File: config.mk
export PLATFORM = sky130hd
export DESIGN_NAME = manch_line_decoder
export DESIGN_NICKNAME = d
export VERILOG_FILES = /design/src/rtl/manch_pkg.sv /design/src/rtl/manch_sync.sv /design/src/rtl/manch_phase.sv /design/src/rtl/manch_out.sv /design/src/rtl/manch_line_decoder.sv
export SDC_FILE = /design/constraint.sdc
export NUM_CORES = 1
export LEC_CHECK = 0
export ABC_AREA = 1
export BUFFER_PORTS_ARGS = -buffer_cell sky130_fd_sc_hd__buf_2
export CORE_AREA = 2 2 39 41
export CTS_CLUSTER_SIZE = 25
export DETAILED_ROUTE_END_ITERATION = 16
export DIE_AREA = 0 0 41 43
export GPL_TIMING_DRIVEN = 0
export PLACE_DENSITY = 0.65
export RECOVER_POWER = 25
export SLEW_MARGIN = 20
export SYNTH_ARGS = -nofsm -noshare
export SYNTH_HDL_FRONTEND = slang
export SYNTH_SLANG_ARGS = --single-unit
File: constraint.sdc
create_clock -name clk_i -period 1.65 [get_ports clk_i]
set_clock_uncertainty 0.2 [all_clocks]
set_input_delay 0.0825 -clock clk_i [delete_from_list [all_inputs] [get_ports clk_i]]
set_output_delay 0.0825 -clock clk_i [all_outputs]
set_load 0.1 [all_outputs]
File: src/rtl/manch_pkg.sv
package manch_pkg;
  typedef enum logic {
    ST_HUNT  = 1'b0,
    ST_TRACK = 1'b1
  } trk_state_e;

  typedef struct packed {
    logic seen;
    logic fall;
  } line_edge_t;
endpackage

File: src/rtl/manch_sync.sv
module manch_sync #(
  parameter int STAGES = 2
) (
  input  logic                  clk_i,
  input  logic                  rst_ni,
  input  logic                  line_i,
  output manch_pkg::line_edge_t edge_o
);
  logic [STAGES-1:0] chain_q;
  logic              prev_q;

  generate
    if (STAGES == 1) begin : g_one
      always_ff @(posedge clk_i or negedge rst_ni)
        if (!rst_ni) chain_q <= '0;
        else         chain_q <= line_i;
    end else begin : g_many
      always_ff @(posedge clk_i or negedge rst_ni)
        if (!rst_ni) chain_q <= '0;
        else         chain_q <= {chain_q[STAGES-2:0], line_i};
    end
  endgenerate

  always_ff @(posedge clk_i or negedge rst_ni)
    if (!rst_ni) prev_q <= 1'b0;
    else         prev_q <= chain_q[STAGES-1];

  assign edge_o.seen = chain_q[STAGES-1] ^ prev_q;
  assign edge_o.fall = prev_q & ~chain_q[STAGES-1];
endmodule

File: src/rtl/manch_phase.sv
module manch_phase #(
  parameter int OVS = 8
) (
  input  logic                  clk_i,
  input  logic                  rst_ni,
  input  logic                  en_i,
  input  manch_pkg::line_edge_t edge_i,
  output logic                  accept_o,
  output logic                  timeout_o
);
  import manch_pkg::*;

  localparam int BLANK = (OVS * 3) / 4;
  localparam int LIMIT = OVS + OVS / 4;
  localparam int CW    = $clog2(LIMIT + 1);

  trk_state_e    state_q, state_d;
  logic [CW-1:0] cnt_q, cnt_d;
  logic          hunting;

  assign hunting   = (state_q == ST_HUNT);
  // edges inside the blanking window are boundary overhead
  assign accept_o  = en_i && edge_i.seen && (hunting || (cnt_q > CW'(BLANK)));
  assign timeout_o = en_i && !hunting && (cnt_q == CW'(LIMIT)) && !accept_o;

  always_comb begin
    state_d = state_q;
    cnt_d   = cnt_q;
    if (!en_i || timeout_o) begin
      state_d = ST_HUNT;
      cnt_d   = '0;
    end else if (accept_o) begin
      state_d = ST_TRACK;
      cnt_d   = CW'(1);
    end else if (!hunting) begin
      cnt_d   = cnt_q + CW'(1);
    end
  end

  always_ff @(posedge clk_i or negedge rst_ni)
    if (!rst_ni) begin
      state_q <= ST_HUNT;
      cnt_q   <= '0;
    end else begin
      state_q <= state_d;
      cnt_q   <= cnt_d;
    end
endmodule

File: src/rtl/manch_out.sv
module manch_out (
  input  logic clk_i,
  input  logic rst_ni,
  input  logic accept_i,
  input  logic fall_i,
  input  logic timeout_i,
  output logic bit_o,
  output logic bit_valid_o,
  output logic code_err_o
);
  always_ff @(posedge clk_i or negedge rst_ni)
    if (!rst_ni) begin
      bit_o       <= 1'b0;
      bit_valid_o <= 1'b0;
      code_err_o  <= 1'b0;
    end else begin
      bit_valid_o <= accept_i;
      code_err_o  <= timeout_i;
      if (accept_i) bit_o <= fall_i;
    end
endmodule

File: src/rtl/manch_line_decoder.sv
module manch_line_decoder #(
  parameter int OVS         = 8,
  parameter int SYNC_STAGES = 2
) (
  input  logic clk_i,
  input  logic rst_ni,
  input  logic line_i,
  input  logic en_i,
  output logic bit_o,
  output logic bit_valid_o,
  output logic code_err_o
);
  manch_pkg::line_edge_t line_edge;
  logic accept, timeout;

  manch_sync #(.STAGES(SYNC_STAGES)) u_sync (
    .clk_i  (clk_i),
    .rst_ni (rst_ni),
    .line_i (line_i),
    .edge_o (line_edge)
  );

  manch_phase #(.OVS(OVS)) u_phase (
    .clk_i     (clk_i),
    .rst_ni    (rst_ni),
    .en_i      (en_i),
    .edge_i    (line_edge),
    .accept_o  (accept),
    .timeout_o (timeout)
  );

  manch_out u_out (
    .clk_i       (clk_i),
    .rst_ni      (rst_ni),
    .accept_i    (accept),
    .fall_i      (line_edge.fall),
    .timeout_i   (timeout),
    .bit_o       (bit_o),
    .bit_valid_o (bit_valid_o),
    .code_err_o  (code_err_o)
  );
endmodule

Word level (Yosys, flattened, before mapping)
Index checks and enable logic that the tools add are counted.
Widths: inputs -> output; s select.
{ "word_totals": {"in_bits": 4, "n_memories": 0, "mem_bits_ro": 0, "latch_bits": 0, "elab_cells": 30, "output_inout_bits": 3, "mem_bits_rw": 0, "register_bits": 11} }
{ "classes": {"addsub": 1, "bitwise": 4, "shift": 0, "n_reduce_logical": 11, "n_mul": 0, "n_div": 0, "eq_ne": 1, "muxes": 5, "magnitude_cmp": 1} }
{ "ops": {"columns": ["operator", "count"], "rows": [
  ["$mux 4", 3],
  ["$logic_and 1x1->1", 5],
  ["$add 4x1->4 const B", 1],
  ["$eq 4x4->1 const B", 1],
  ["$gt 4x3->1 const B", 1],
  ["$reduce_bool 3->1", 1],
  ["$logic_not 1->1", 2],
  ["$logic_or 1x1->1", 2],
  ["$mux 1", 2],
  ["$not 1->1", 2],
  ["$reduce_bool 2->1", 1],
  ["$and 1x1->1", 1],
  ["$xor 1x1->1", 1]
]} }

Depth between registers and ports, before layout
Gate-level depths: netlist of run 1.
{ "depth": {"depth_word": 7, "mapped_depth": 9, "ltp_nobuf": 9} }

By module
A second synthesis of run 1 with hierarchy kept.
{ "hier_totals": {"cells_unflattened": 57, "area_unflattened_um2": 519.2} }
{ "modules_own_cells": {"columns": ["module", "area_each_um2", "seq_area_each_um2", "cells_each", "instances"], "rows": [
  ["manch_phase", 334.1, 125.1, 44, 1],
  ["manch_sync", 95.1, 75.1, 6, 1],
  ["manch_out", 90.1, 75.1, 7, 1]
]} }

Least setup slack after synthesis of run 1
No wires, ideal clock.
{ "synth_path": {"path_type": "reg2reg", "start": "register u_phase.cnt_q[0]", "end": "register u_out.bit_o", "t_required_ns": 1.330, "n_path_buf": 0, "path_stages_with_launch": 9, "synth_period_minus_slack_ns": 1.378, "path_slack_ns": 0.272, "setup_ns": 0.120, "arrival_ns": 1.058, "cell_sequence": "dfrtp_1 inv_1 ha_1 inv_1 nand3_2 nand2_2 nand2_4 nand2_1 nand2_1"} }
{ "synth_via": {"elab_chain_len": 3} }
{ "synth_rtl": {"columns": ["item", "line", "text"], "rows": [
  ["from (decl)", "manch_phase.sv:18", "logic [CW-1:0] cnt_q, cnt_d;"],
  ["from (signal assigned)", "manch_phase.sv:46", "cnt_q <= cnt_d;"],
  ["$gt 4x3->1", "manch_phase.sv:23", "assign accept_o = en_i && edge_i.seen && (hunting || (cnt_q > CW'(BLANK)));"],
  ["$logic_or 1x1->1", "manch_phase.sv:23", null],
  ["$logic_and 1x1->1", "manch_phase.sv:23", null],
  ["to (signal assigned)", "manch_out.sv:19", "if (accept_i) bit_o <= fall_i;"],
  ["to (decl)", "manch_out.sv:7", "output logic bit_o,"]
]} }
No other way between the ends.
A chain may end at the register's enable or synchronous reset.

Worst setup path in the final report of run 1
{ "layout_path": {"start": "register u_phase.cnt_q[0]", "end": "register u_phase.cnt_q[2]"} }
{ "layout_via": {"elab_chain_len": 7, "word_cells_on_any_way": 13, "classes_between": "1 x add/sub; 1 x order compare; 1 x eq/ne; 3 x mux; 7 x reduce/logical"} }
{ "layout_rtl": {"columns": ["item", "line", "text"], "rows": [
  ["$gt 4x3->1", "manch_phase.sv:23", null],
  ["$logic_or 1x1->1", "manch_phase.sv:23", null],
  ["$logic_and 1x1->1", "manch_phase.sv:23", null],
  ["$logic_not 1->1", "manch_phase.sv:24", "assign timeout_o = en_i && !hunting && (cnt_q == CW'(LIMIT)) && !accept_o;"],
  ["$logic_and 1x1->1", "manch_phase.sv:24", null],
  ["$logic_or 1x1->1", "manch_phase.sv:29", "if (!en_i || timeout_o) begin"],
  ["$reduce_bool 3->1 (no source line) / $mux 4 (equally long branches)", null, null]
]} }
Parallel ways exist; a longest one is shown, timed or not. The select of a mux whose other input is x is not followed.

==> metrics.cfg, run 1 <==
[timing]
hold_viol_final=0
fin_ws_ns=0.171
tightest_slew_ns=0.488
maxSlewViolCount=0
setup_viol=0
setup-tns-final_ns=0
period_needed_ns=1.48
maxClockFrequency_mhz=676
slew_headroom_pct=67.7
fin_crit_sh_pct=89.7
rsz0062_at_grt=no

[detailed_routing]
drcViolationCount=0
wl_per_cell_um=11.0
vias=405
wl_met2_um=465
drtPass1Iterations=4
initialDrtViolationCount=8
dr_wl_met3_um=21
ant_nets=0
via_per_inst=4.66
wl_met1_um=453
postRouteWirelength_um=954
top_layer=met4

[cells_and_area]
final_cell_mix=dfrtp_1, inv_1, nand2_1
drive_above_1_share_pct=26.8
fillCellCount=136
instances_no_fill=87
n_antenna_cell=0
mostFrequentLayoutCell=dfrtp_1
layout.nets=79
final_area_um2=671
areaGrowthSynthToFinish_pct=23.5
fin_util_pct=48.5

[die]
die_width_um=41
core-area_um2=1380
rows=14
top_level_ports=7
dieArea_um2=1760
die_height_um=43
start_util_pct=39.2

[worst_setup_path]
r2r_slack_ns=0.17
crit_family=flip-flops
required_ns=1.60
path_class=reg2reg
crit_buf_inv=2
end_kind=flip-flop
crit_chain=inv_1 -> ha_1 -> inv_1 -> nand3_2 -> nand2_2 -> nand2_4 -> nand3_1 -> nand2_1
cp-start-kind=flip-flop
cp_common_cell=inv_1
critPathSlowestCell=dfrtp_2
slowest_delay_ns=0.42
path_max_fanout=10
arrival_ns=1.43

[synth]
ys_top_cells_by_area=dfrtp_1, ha_1, nand3_1
syn_inst=56
ys_seq_elements=11
synth_area_per_cell_um2=9.70
syn-cell-area_um2=543
synth-seq-area-share_pct=50.7
synth_fp_nets=63
yosysTopAreaCell=dfrtp_1
ys_types=15
synth_warnings=0
synth_top_area_share_pct=50.7

[place]
place_inst=78
dp_slack_ns=0.139
globalplace.congestion=0.703
dp_hpwl_um=676
numPortBuffers=6
post_dp_cell_area_um2=593

[power]
powerDensity_nw_per_um2=955
combPwrFrac_pct=24.0
internal-power_mw=0.428
leakage_nw=0.368
netSwitchingPower_mw=0.212
p_sw_share_pct=33.1
seq_power_share_pct=48.6
pwr-share-clk_pct=27.4
irDropWorstVdd_mv=0.564

[grt]
grtUsageTotal_pct=14.5
overflow=0
grt_pass1_vias=392
antenna_found_initial=0
grt_first_pass_wirelength_um=1650
grt_max_degree=11

[clock_network]
clock-sinks=11
cts_tree=done
path_clk_slew_ns=0.07
clock_path_buffers=2
cts_made_buffers=3
clkLatencyLatePin_ns=0.26
root_buffer=clkbuf_4
htreeDepth=1

[hold_path]
hold_class=reg2reg

[run_status]
status=finished, final reports clean

[job]
maxCapViolations=0

## power by group through the flow
stage	logic, mW	registers [mW]	clock network (mW)
after floorplan	0.0645	0.365	0
after global placement	0.143	0.315	0
after detailed placement	0.145	0.315	0
after CTS	0.155	0.310	0.188
after global routing	0.166	0.314	0.197
final	0.153	0.311	0.175
## per-stage QoR
| step | hold slack [ns] | power (mW) |
|---|---|---|
| after floorplan | -0.413 | 0.429 |
| after global routing | 0.167 | 0.677 |
| after detailed placement | -0.240 | 0.461 |
| final | 0.158 | 0.640 |
| after CTS | 0.163 | 0.654 |
| after global placement | -0.244 | 0.459 |
## final timing paths
check / from / endpoint / cells after the start
max: u_phase.cnt_q[0] / u_phase.cnt_q[2] / 8
min: u_sync.chain_q[0] / u_sync.chain_q[1] / 0
max reg2reg: u_phase.cnt_q[0] / u_phase.cnt_q[2] / 8
min reg2reg: u_sync.chain_q[0] / u_sync.chain_q[1] / 0
max in group asynchronous: rst_ni / u_phase.cnt_q[0] / 3
min in group asynchronous: rst_ni / u_phase.cnt_q[2] / 3
## kinds of logic (layout without fill, tap and decap cells)
logic type                 Yosys count  in the layout  share of synthesized area (%)
and+or+nand+nor                     29             29                           31.1
buffers and inverters               11             26                           8.29
DFF                                 11             11                           50.7
adders and majority gates            3              3                           6.91
AOI/OAI and AO/OA                    1              1                           1.38
xor gates and xnor gates             1              1                           1.61
## synth_stat cells, drive strengths merged
library cell,n
nand3,9
nand2,13
clkinv,1
o211ai,1
nor2,4
nand4,3
dfrtp,11
inv,10
xor2,1
ha,3
## metal layers
layer  track usage (%)  vias to the layer above
met2              20.0                        5
met1              18.3                      189
li1                  -                      209
met3              6.28                        2
met5                 0                        -
met4              8.00                        0
## worst reg2reg max path: cells and delay by family, from the launching register on
kind / cells / cell delay [ns]
buffers and inverters: 2 / 0.14
adder cells (fa/ha/maj): 1 / 0.23
AND/OR/NAND/NOR: 5 / 0.38
flip-flops: 1 / 0.42
## final cells by class
cell class	instances	area (µm²)	area share, %
clock buffers	4	26.3	3.92
inverters	11	45.0	6.72
multi-input cells	34	223	33.2
flip-flops and latches	11	277	41.2
well taps	16	20.0	2.99
repair buffers	11	80.1	11.9
## flip-flops by register name (all words and copies together) (netlist names)
name               count
u_out.bit_o            1
u_phase.state_q        1
u_out.bit_valid_o      1
u_sync.chain_q         2
u_sync.prev_q          1
u_phase.cnt_q          4
u_out.code_err_o       1
## timing repair
item                                   in CTS  in global routing
resized for setup                           0                  1
endpoints found under the hold margin      14                  0
setup endpoints to repair                   0                  2
hold buffers                                5                  0
buffers inserted                            0                  0
(Power assumes the default switching activity.)
==> inputs of run 2 (changes only) <==
Settings changed: CORE_AREA 2 2 39 41 to unset, CORE_MARGIN set to 2, CORE_UTILIZATION set to 40, DIE_AREA 0 0 41 43 to unset, PLACE_DENSITY 0.65 to 0.64.
==> metrics.cfg, run 2 (synthesized netlist as in run 1, its figures left out) <==
[cells_and_area]
drive_above_1_share_pct=24.6  ; -2.1 points
final_area_um2=647  ; -3.5%
n_antenna_cell=0  ; unchanged
final_cell_mix=dfrtp_1, inv_1, nand2_1
instances_no_fill=84  ; -3.4%
areaGrowthSynthToFinish_pct=19.1
fin_util_pct=50.3  ; +1.9 points
top_register=u_phase.cnt_q
layout.nets=77  ; -2.5%
largest_reg_flops=4  ; unchanged
mostFrequentLayoutCell=dfrtp_1
largestRegisters=u_phase.cnt_q (4), u_sync.chain_q (2)
fillCellCount=125  ; -8.1%

[timing]
slew_headroom_pct=59.2  ; -8.5 points
period_needed_ns=1.53  ; +0.0543 ns
setup_viol=0  ; unchanged
timing.hold.ws_ns=0.129  ; -0.0281 ns
setup-tns-final_ns=0  ; unchanged
rsz0062_at_grt=no
maxClockFrequency_mhz=652  ; -3.5%
maxSlewViolCount=0  ; unchanged
fin_ws_ns=0.116  ; -0.0543 ns
hold_viol_final=0  ; unchanged
tightest_slew_ns=0.612  ; +0.124 ns
fin_crit_sh_pct=93.0  ; +3.3 points

[clock_network]
cts_resized=0  ; unchanged
cts_made_buffers=3  ; unchanged
clock_path_buffers=2  ; unchanged
htreeDepth=1  ; unchanged
post_cts.repair.setup_buffers=0  ; unchanged
clock-sinks=11  ; unchanged
root_buffer=clkbuf_4
clkLatencyLatePin_ns=0.27  ; about the same
holdBufCountCts=3  ; -2
cts_tree=done
path_clk_slew_ns=0.07  ; about the same

[power]
report.power.total_mw=0.647  ; +1.1%
leakage_nw=0.358  ; -2.7%
p_sw_share_pct=34.5  ; +1.4 points
irDropWorstVdd_mv=0.489  ; -13%
pwr-share-clk_pct=28.8  ; +1.4 points
powerDensity_nw_per_um2=1000  ; +4.8%
seq_power_share_pct=48.0  ; -0.6 points
combPwrFrac_pct=23.2  ; -0.8 points
internal-power_mw=0.424  ; -1.1%
netSwitchingPower_mw=0.223  ; +5.3%

[grt]
grtUsageTotal_pct=14.6  ; +0.070 points
top_usage_layer=met2
antenna_found_initial=0  ; unchanged
grt_use_met3_pct=8.15  ; +1.9 points
grt_pass1_vias=323  ; -18%
overflow=0  ; unchanged
grt_first_pass_wirelength_um=1420  ; -14%
grt.met2_usage_pct=18.4  ; -1.6 points
met1_usage_pct=18.2  ; -0.093 points
grt_max_degree=12  ; +1

[detailed_routing]
drtPass1Iterations=2  ; -2
ant_nets=0  ; unchanged
initialDrtViolationCount=7  ; -1
postRouteWirelength_um=948  ; -0.63%
drcViolationCount=0  ; unchanged
via_per_inst=4.57  ; -1.8%
vias=384  ; -5.2%
wl_per_cell_um=11.3  ; +2.9%

[run_status]
status=finished, final reports clean

[worst_setup_path]
slowest_delay_ns=0.45  ; +0.03 ns
cp-start-kind=flip-flop
crit_buf_inv=2  ; unchanged
arrival_ns=1.49  ; +0.06 ns
end_kind=flip-flop
required_ns=1.61  ; about the same
path_class=reg2reg
cp_common_cell=inv_1
cp.depth=8  ; unchanged
rr_worst_depth=8  ; unchanged
critPathSlowestCell=dfrtp_1
crit_chain=inv_1 -> ha_1 -> inv_1 -> nand3_2 -> nand2_2 -> nand2_4 -> nand3_1 -> nand2_1
crit_family=flip-flops
path_max_fanout=10  ; unchanged
r2r_slack_ns=0.12  ; -0.05 ns

[job]
maxCapViolations=0  ; unchanged

[die]
dieArea_um2=1670  ; -5.4%
die_width_um=40.8  ; -0.38%
die_height_um=40.8  ; -5.0%
top_level_ports=7  ; unchanged
rows=13  ; -1
core-area_um2=1280  ; -7.1%
start_util_pct=42.3  ; +3.0 points

[place]
dp_slack_ns=0.118  ; -0.0202 ns
dp_hpwl_um=688  ; +1.8%
numPortBuffers=6  ; unchanged
place_inst=77  ; -1.3%
post_dp_cell_area_um2=592  ; -0.21%
globalplace.congestion=0.823  ; +17%

[hold_path]
hold_class=in2async

-- run 2: cell count changes in the layout (fill, tap and decap cells not counted), sizes merged --
| cell | previous run | this run |
|---|---|---|
| dlygate4sd3 | 5 | 3 |
-- run 2: final timing paths --
path                                      to         startpoint
setup / recovery            u_phase.cnt_q[3]   u_phase.cnt_q[0]
hold / removal              u_out.code_err_o             rst_ni
setup reg to reg            u_phase.cnt_q[3]   u_phase.cnt_q[0]
hold reg to reg            u_sync.chain_q[1]  u_sync.chain_q[0]
max in group asynchronous  u_sync.chain_q[1]             rst_ni
min in group clk_i         u_sync.chain_q[1]  u_sync.chain_q[0]
-- run 2: final cells by class --
class | count | area [µm²] | area share, %
Sequential cell | 11 | 275 | 42.6
Multi-Input combinational cell | 34 | 223 | 34.4
Timing Repair Buffer | 9 | 58.8 | 9.09
Inverter | 11 | 45.0 | 6.96
Clock buffer | 4 | 26.3 | 4.06
Tap cell | 15 | 18.8 | 2.90
-- run 2: power groups by stage --
stage	combinational (mW)	sequential (mW)	clock (mW)
floorplan	0.0645	0.365	0
global placement	0.145	0.315	0
detailed placement	0.146	0.316	0
CTS	0.152	0.311	0.199
global route	0.163	0.314	0.211
finish	0.150	0.311	0.186
-- run 2: per-layer routing --
layer / vias up / routed length [µm]
li1: 203 / -
met1: 174 / 494
met2: 7 / 416
met3: 0 / 37
met4: 0 / 0
met5: - / 0
